`config.mk`:
```
export PLATFORM = sky130hd
export DESIGN_NAME = gshare_ckpt_pred
export DESIGN_NICKNAME = d
export VERILOG_FILES = /design/src/rtl/gsp_pkg.sv /design/src/rtl/gsp_table.sv /design/src/rtl/gsp_ckpt_fifo.sv /design/src/rtl/gshare_ckpt_pred.sv
export SDC_FILE = /design/constraint.sdc
export NUM_CORES = 1
export LEC_CHECK = 0
export BUFFER_PORTS_ARGS = -buffer_cell sky130_fd_sc_hd__buf_2
export CORE_ASPECT_RATIO = 1.2
export CORE_MARGIN = 3
export CORE_UTILIZATION = 40
export CTS_CLUSTER_SIZE = 28
export DETAILED_ROUTE_END_ITERATION = 10
export PLACE_DENSITY = 0.63
export RECOVER_POWER = 50
export SLEW_MARGIN = 15
export SYNTH_ARGS = -nofsm -noshare
export SYNTH_HDL_FRONTEND = slang
export SYNTH_SLANG_ARGS = --single-unit
```
`constraint.sdc`:
```
create_clock -name clk -period 4.4 [get_ports clk]
set_input_delay 0.22 -clock clk [delete_from_list [all_inputs] [get_ports clk]]
set_output_delay 0.22 -clock clk [all_outputs]
set_load 0.01 [all_outputs]
```
`src/rtl/gsp_pkg.sv`:
```
package gsp_pkg;
  localparam logic [1:0] CTR_INIT = 2'd1;

  function automatic logic [1:0] ctr_step(input logic [1:0] c, input logic up);
    if (up) return (c == 2'd3) ? c : c + 2'd1;
    else    return (c == 2'd0) ? c : c - 2'd1;
  endfunction
endpackage

```
`src/rtl/gsp_table.sv`:
```
module gsp_table #(
  parameter int IDX_W = 8
) (
  input  logic             clk,
  input  logic             rst,
  input  logic [IDX_W-1:0] rd_idx,
  output logic [1:0]       rd_ctr,
  input  logic             upd_en,
  input  logic [IDX_W-1:0] upd_idx,
  input  logic             upd_taken
);
  import gsp_pkg::*;
  localparam int DEPTH = 1 << IDX_W;

  logic [1:0] mem [DEPTH];

  // asynchronous read port: the old value is seen during a same-cycle write
  assign rd_ctr = mem[rd_idx];

  always_ff @(posedge clk) begin
    if (rst) begin
      for (int i = 0; i < DEPTH; i++) mem[i] <= CTR_INIT;
    end else if (upd_en) begin
      mem[upd_idx] <= ctr_step(mem[upd_idx], upd_taken);
    end
  end

  a_r5_sat_high: assert property (@(posedge clk) disable iff (rst)
    (upd_en && upd_taken && mem[upd_idx] == 2'd3) |=> (mem[$past(upd_idx)] == 2'd3));
  a_r5_sat_low: assert property (@(posedge clk) disable iff (rst)
    (upd_en && !upd_taken && mem[upd_idx] == 2'd0) |=> (mem[$past(upd_idx)] == 2'd0));
endmodule

```
`src/rtl/gsp_ckpt_fifo.sv`:
```
module gsp_ckpt_fifo #(
  parameter int DEPTH = 4,
  parameter int HW    = 8,
  localparam int TW   = (DEPTH > 1) ? $clog2(DEPTH) : 1
) (
  input  logic          clk,
  input  logic          rst,
  input  logic          push,
  input  logic [HW-1:0] push_hist,
  input  logic          pop,
  input  logic          flush,
  output logic [TW-1:0] tail,
  output logic [TW-1:0] head,
  output logic [HW-1:0] head_hist,
  output logic          full,
  output logic          empty
);
  // DEPTH must be a power of two so the pointers wrap naturally
  logic [HW-1:0] ck_mem [DEPTH];
  logic [TW:0]   count;

  assign head_hist = ck_mem[head];
  assign full      = (count == (TW+1)'(DEPTH));
  assign empty     = (count == '0);

  always_ff @(posedge clk) begin
    if (push) ck_mem[tail] <= push_hist;
  end

  always_ff @(posedge clk) begin
    if (rst) begin
      head  <= '0;
      tail  <= '0;
      count <= '0;
    end else if (flush) begin
      head  <= head + 1'b1;
      tail  <= head + 1'b1;
      count <= '0;
    end else begin
      head  <= head + TW'(pop);
      tail  <= tail + TW'(push);
      count <= count + (TW+1)'(push) - (TW+1)'(pop);
    end
  end

  a_r8_flush_frees_all: assert property (@(posedge clk) disable iff (rst)
    flush |=> empty);
  a_r7_no_push_when_full: assert property (@(posedge clk) disable iff (rst)
    full |-> !push);
  a_r6_pop_needs_entry: assert property (@(posedge clk) disable iff (rst)
    (pop || flush) |-> !empty);
endmodule

```
`src/rtl/gshare_ckpt_pred.sv`:
```
module gshare_ckpt_pred #(
  parameter int PC_W   = 32,
  parameter int IDX_W  = 8,
  parameter int CKPT_N = 4,
  localparam int TAG_W = (CKPT_N > 1) ? $clog2(CKPT_N) : 1
) (
  input  logic             clk,
  input  logic             rst,
  input  logic             pred_valid,
  input  logic [PC_W-1:0]  pred_pc,
  output logic             stall,
  output logic             pred_out_valid,
  output logic             pred_taken,
  output logic [TAG_W-1:0] pred_tag,
  output logic [IDX_W-1:0] pred_idx,
  input  logic             res_valid,
  input  logic [TAG_W-1:0] res_tag,
  input  logic [IDX_W-1:0] res_idx,
  input  logic             res_taken,
  input  logic             res_mispred
);
  logic [IDX_W-1:0] hist_q;
  logic [IDX_W-1:0] idx_now;
  logic [1:0]       ctr_now;
  logic             taken_now;
  logic             recover;
  logic             accept;
  logic             retire;
  logic [TAG_W-1:0] alloc_tag;
  logic [TAG_W-1:0] oldest_tag;
  logic [IDX_W-1:0] saved_hist;
  logic             slots_full;
  logic             slots_empty;

  // skip the two byte-offset bits of a 4-byte instruction
  assign idx_now   = pred_pc[IDX_W+1:2] ^ hist_q;
  assign taken_now = ctr_now[1];
  assign recover   = res_valid && res_mispred;
  assign accept    = pred_valid && !slots_full && !recover;
  assign retire    = res_valid && !res_mispred;
  assign stall     = slots_full;

  gsp_table #(.IDX_W(IDX_W)) u_table (
    .clk(clk), .rst(rst),
    .rd_idx(idx_now), .rd_ctr(ctr_now),
    .upd_en(res_valid), .upd_idx(res_idx), .upd_taken(res_taken)
  );

  gsp_ckpt_fifo #(.DEPTH(CKPT_N), .HW(IDX_W)) u_ckpt (
    .clk(clk), .rst(rst),
    .push(accept), .push_hist(hist_q),
    .pop(retire), .flush(recover),
    .tail(alloc_tag), .head(oldest_tag), .head_hist(saved_hist),
    .full(slots_full), .empty(slots_empty)
  );

  // speculative shift, R8 restore plus correction
  always_ff @(posedge clk) begin
    if (rst) begin
      hist_q <= '0;
    end else if (recover) begin
      hist_q <= {saved_hist[IDX_W-2:0], res_taken};
    end else if (accept) begin
      hist_q <= {hist_q[IDX_W-2:0], taken_now};
    end
  end

  always_ff @(posedge clk) begin
    if (rst) begin
      pred_out_valid <= 1'b0;
      pred_taken     <= 1'b0;
      pred_tag       <= '0;
      pred_idx       <= '0;
    end else begin
      pred_out_valid <= accept;
      if (accept) begin
        pred_taken <= taken_now;
        pred_tag   <= alloc_tag;
        pred_idx   <= idx_now;
      end
    end
  end

  a_r6_resolve_oldest: assert property (@(posedge clk) disable iff (rst)
    res_valid |-> (res_tag == oldest_tag && !slots_empty));
  a_r7_stall_blocks: assert property (@(posedge clk) disable iff (rst)
    (stall && pred_valid) |=> !pred_out_valid);
  a_r9_recover_drops: assert property (@(posedge clk) disable iff (rst)
    recover |=> !pred_out_valid);
  a_r4_hist_takes_pred: assert property (@(posedge clk) disable iff (rst)
    accept |=> (hist_q[0] == pred_taken));
  a_r2_valid_follows_req: assert property (@(posedge clk) disable iff (rst)
    pred_out_valid |-> $past(pred_valid));
endmodule

```
Word level (Yosys, flattened, before mapping) --
Memories as Yosys holds them, arrays and structs flattened. A register that Yosys moved wholly into a read port is not among the register bits. Cells that the tools add are included.
Storage, ports and cells: latch bits 0, logic and storage cells 51, output and inout port bits 13, memories 2, ROM bits 0, bits in registers 27, memory bits (writable) 544
Memories:
- u_table.mem | words 256, width 2, rd ports 2, clocked after Yosys merged registers in 0, wr ports 256, RTL line gsp_table.sv:15 | logic [1:0] mem [DEPTH];
- u_ckpt.ck_mem | words 4, width 8, rd ports 1, clocked after Yosys merged registers in 1, wr ports 1, RTL line gsp_ckpt_fifo.sv:19 | logic [HW-1:0] ck_mem [DEPTH];
Cells by class: shift operators 0, mux-type cells 20, bitwise operators 1, reductions and logical operators 11, multipliers 0, $add $sub $neg 7, order comparisons 0, divide/modulo/power cells 0, equality and inequality tests 2
Operators by type and width (count):
- $mux 8 | 3
- $mux 2 | 9
- $mux 1 | 8
- $xor 8x8->8 | 1
- $add 2x1->2 | 2
- $add 2x1->2 const B | 2
- $logic_and 1x1->1 | 4
- $reduce_or 2->1 | 2
- $add 3x1->3 | 1
- $eq 3x3->1 const B | 1
- $logic_not 1->1 | 3
- $sub 3x1->3 | 1
- $eq 2x2->1 const B | 1
- $logic_not 2->1 | 1
- $reduce_bool 2->1 | 1
- $sub 2x1->2 const B | 1

Depth between registers and ports, before layout --
An unclocked memory read counts as a cell.
word-level depth 7, gate-level depth with buffers 15

Cells and area by module --
A second synthesis with hierarchy kept.
Unflattened totals: cells, all modules 2520, area, all modules 32279.7 µm²
Modules (own cells, without submodules):
- gsp_table | area an instance 29794.8 µm², cells each 2326, instances 1
- gsp_ckpt_fifo | area an instance 1566.5 µm², cells each 85, instances 1
- gshare_ckpt_pred | area an instance 918.4 µm², cells each 109, instances 1

Worst setup path after synthesis --
No wires, ideal clock.
path type input to register, from in res_idx[0], to mem u_table.mem[64][0] (data pin), stages 13, setup slack 1360 ps, data arrival time 2749 ps, required time 4109 ps, cells stage by stage buf_6 -> buf_4 -> buf_2 -> mux4_2 -> a22oi_1 -> a21oi_1 -> nor4_1 -> nand3_1 -> a2111oi_4 -> maj3_2 -> buf_4 -> buf_4 -> nand3_1
RTL lines:
- start, declared | RTL line gshare_ckpt_pred.sv:18 | input logic [IDX_W-1:0] res_idx,
- end, declared | RTL line gsp_table.sv:15

==> run metrics <==
clk sinks=567; row count=109; drt pass-1 iters=6; Setup violations, final=0; Synth area leaders=edfxtp_1 (54%), mux4_2 (12%), nand3_1 (4.7%), a21o_1 (4.5%), nor3_1 (4.0%); Post-Syn Nets=2446; critical path launch point type=input pin; Die Wd=257.0 µm; Area Overhead vs Synth=11.73%; DRT antenna net count=0; Clock Tree Buf Depth=3; crit-path max cell delay=1.39 ns; CP Max Fanout=28; Worst Path Required=4.66 ns; R2R Setup Slk=0.35 ns; CP Capture Type=flop; Detailed Route Iter0 Violations=3157; Yosys top cell area share=53.63%; initial antenna violation count=0; fillcell total=6695; Min-Delay Path Class=input pin to flop; Leakage Power=10.95 nW; Async SR Flop Fraction=0%; Synthesis Warnings=0; CP Class=input pin to flop; IO Pins=61; die area=0.07894 mm²; flops & latches, synth=567; Worst Skew=0.02566 ns; Final Hold Fails=0; Syn Inst Count=2394; Buf/Inv on CP=4; CTS clk-pin slew, worst paths=0.06 ns; die extent in y=307.2 µm; Synth Area per Inst=12.63 µm²; Via density=6.556; Placer Congestion=0.9139; largest net degree at the start of global routing=95; Clock Latency Late Sink=0.63 ns; Post-synth EDFFs=540; vias in the first global route=21980; hold_sp=pred_pc[9]; power per cell area=389.4 mW/mm²; Clock Tree Root=clkbuf_16; Pins Over Slew Limit=307; worst-margin pin slew=2.198 ns; post-CTS resize count=0; Peak VDD IR=0.2455 mV; total power draw=13.16 mW; # DRC=0; H-tree depth=2; Core ar.=0.07433 mm²; crit path DAT=4.38 ns; synth unique cells=68; PortBufs=34; total congestion overflow=0; first-pass GRT wire length=148700 µm; WL final=101300 µm; Starting Density=40.68%; status=complete, but fails checks; vias=22320; sequential area share after synthesis=55.41%; Tmin final=4.118 ns; Max Freq=242.8 MHz; most area-hungry cell type in the Yosys netlist=edfxtp_1; max_cap viols=12; critical path cell sequence=clkbuf_1, clkbuf_1, nand4bb_1, a21oi_1, nor4_1, nand3_1, a2111oi_4, maj3_4, buf_12, buf_12, nand3_1; TritonCTS clock tree=yes; Total GRT Usage=25.44%; TritonCTS buffer count=56; layout cells sized above 1=19.26%; leading register cell type out of synthesis=edfxtp_1; nets@finish=2410; worst rel slew slack=-46.53%; Synth Cell Area=0.03024 mm²; dpl hpwl=65710 µm; Critical Path Start=res_idx[5]; Fin Setup TNS=0 ns; Critical Path Slowest Stage Cell=clkbuf_1; fin crit share=93.59%; violated checks=capacitance limit, slew limit; worst r2r src=hist_q[0]$_SDFFE_PP0P_; setup slack at placement=0.3151 ns; wire per inst=29.76 µm; Largest delay share family, worst path=buffers and inverters; worst setup margin=0.2820 ns; RSZ-0062 raised after global routing=no
## cells in the final DEF (no fill, tap or decap), types with 43 or more instances in the layout
master       n
nor3_1     236
mux2i_1    105
nand2_1     92
a21o_1     182
clkbuf_16   57
clkbuf_1    54
mux4_2     164
a22oi_1     43
nand2b_1    54
nor2_1     101
nand3_1    283
edfxtp_1   540
buf_4      122
## per-stage QoR
step | util, % | hold WS (ns) | cells | instance area (µm²)
6_report | 45.45 | 0.04672 | 3404 | 33780
3_5_place_dp | 43.29 | 0.4480 | 3296 | 32180
4_1_cts | 45.68 | 0.02739 | 3403 | 33960
3_3_place_gp | 43.29 | 0.4564 | 3296 | 32180
2_1_floorplan | - | 0.3111 | 2394 | 30240
5_1_grt | 45.45 | 0.05737 | 3403 | 33780
## area by class of cell
| cell class | count | area (µm²) | share of cell area, % |
|---|---|---|---|
| repair buffers | 216 | 1812 | 5.363 |
| clock buffers | 73 | 1506 | 4.459 |
| well taps | 999 | 1250 | 3.700 |
| clock inverters | 31 | 241.5 | 0.7148 |
| flip-flops and latches | 567 | 16760 | 49.60 |
| multi-input cells | 1512 | 12200 | 36.10 |
| diodes | 1 | 2.502 | 0.007407 |
| inverters | 5 | 18.77 | 0.05555 |
## layer usage
metal / global-route usage, % / part of all wire [%] / wire length, µm / vias up
met2: 40.24 / 46 / 47050 / 1475
met5: 0 / 0 / 0 / -
li1: - / - / - / 9242
met1: 32.43 / 36 / 36430 / 11240
met4: 15.75 / 7.3 / 7348 / 0
met3: 4.976 / 10 / 10480 / 357
## worst paths after layout
kind / cells after the start / end
worst min register to register: 2 / pred_tag[0]$_SDFFE_PP0P_
worst max register to register: 10 / hist_q[0]$_SDFFE_PP0P_
worst min-delay path: 4 / pred_idx[7]$_SDFFE_PP0P_
worst max-delay path: 11 / u_table.mem[186][0]$_SDFFCE_PN1P_
## power breakdown
part | switching, mW | leakage (nW) | internal (mW)
logic | 1.45 | 5.12 | 0.874
clock network | 2.10 | 0.858 | 2.59
registers | 0.100 | 4.97 | 6.04
## state kept, by name, indices dropped and copies added (netlist names)
signal / cells
u_ckpt.tail: 2
pred_taken: 1
u_ckpt.count: 3
pred_idx: 8
u_table.mem: 512
u_ckpt.ck_mem: 28
hist_q: 8
pred_tag: 2
pred_out_valid: 1
u_ckpt.head: 2
## timing repair
| action | 4_1_cts | 5_1_grt |
|---|---|---|
| buffers inserted | 0 | 0 |
| hold endpoints to repair | 6 | 0 |
| hold buffers | 3 | 0 |
## worst reg2reg max path: cells and delay by family, from the launching register on
kind | cells | cell delay (ns)
multiplexers | 2 | 1.12
buffers and inverters | 2 | 0.73
XOR/XNOR | 1 | 0.63
AO/OA/AOI/OAI | 3 | 0.53
AND/OR/NAND/NOR | 2 | 0.47
flip-flops | 1 | 0.45
## logic make-up after synthesis
kind of cell             synth area share, %
AO/OA/AOI/OAI                          8.553
XOR/XNOR                              0.6041
adder cells (fa/ha/maj)               0.2648
buffers and inverters                  4.796
flip-flops                             55.41
multiplexers                           15.73
AND/OR/NAND/NOR                        14.64
## cells in the mapped netlist, types with 16 or more instances
library cell,count
o21bai_1,25
mux2i_1,105
mux4_2,164
nand2b_1,54
a21o_1,182
nor3_1,239
buf_1,16
a211oi_1,27
a22oi_1,43
buf_4,46
nand3_1,283
edfxtp_1,540
nand2_1,92
clkbuf_1,187
buf_2,58
dfxtp_1,27
nor2_1,103
Power figures use the tool's default switching activity.
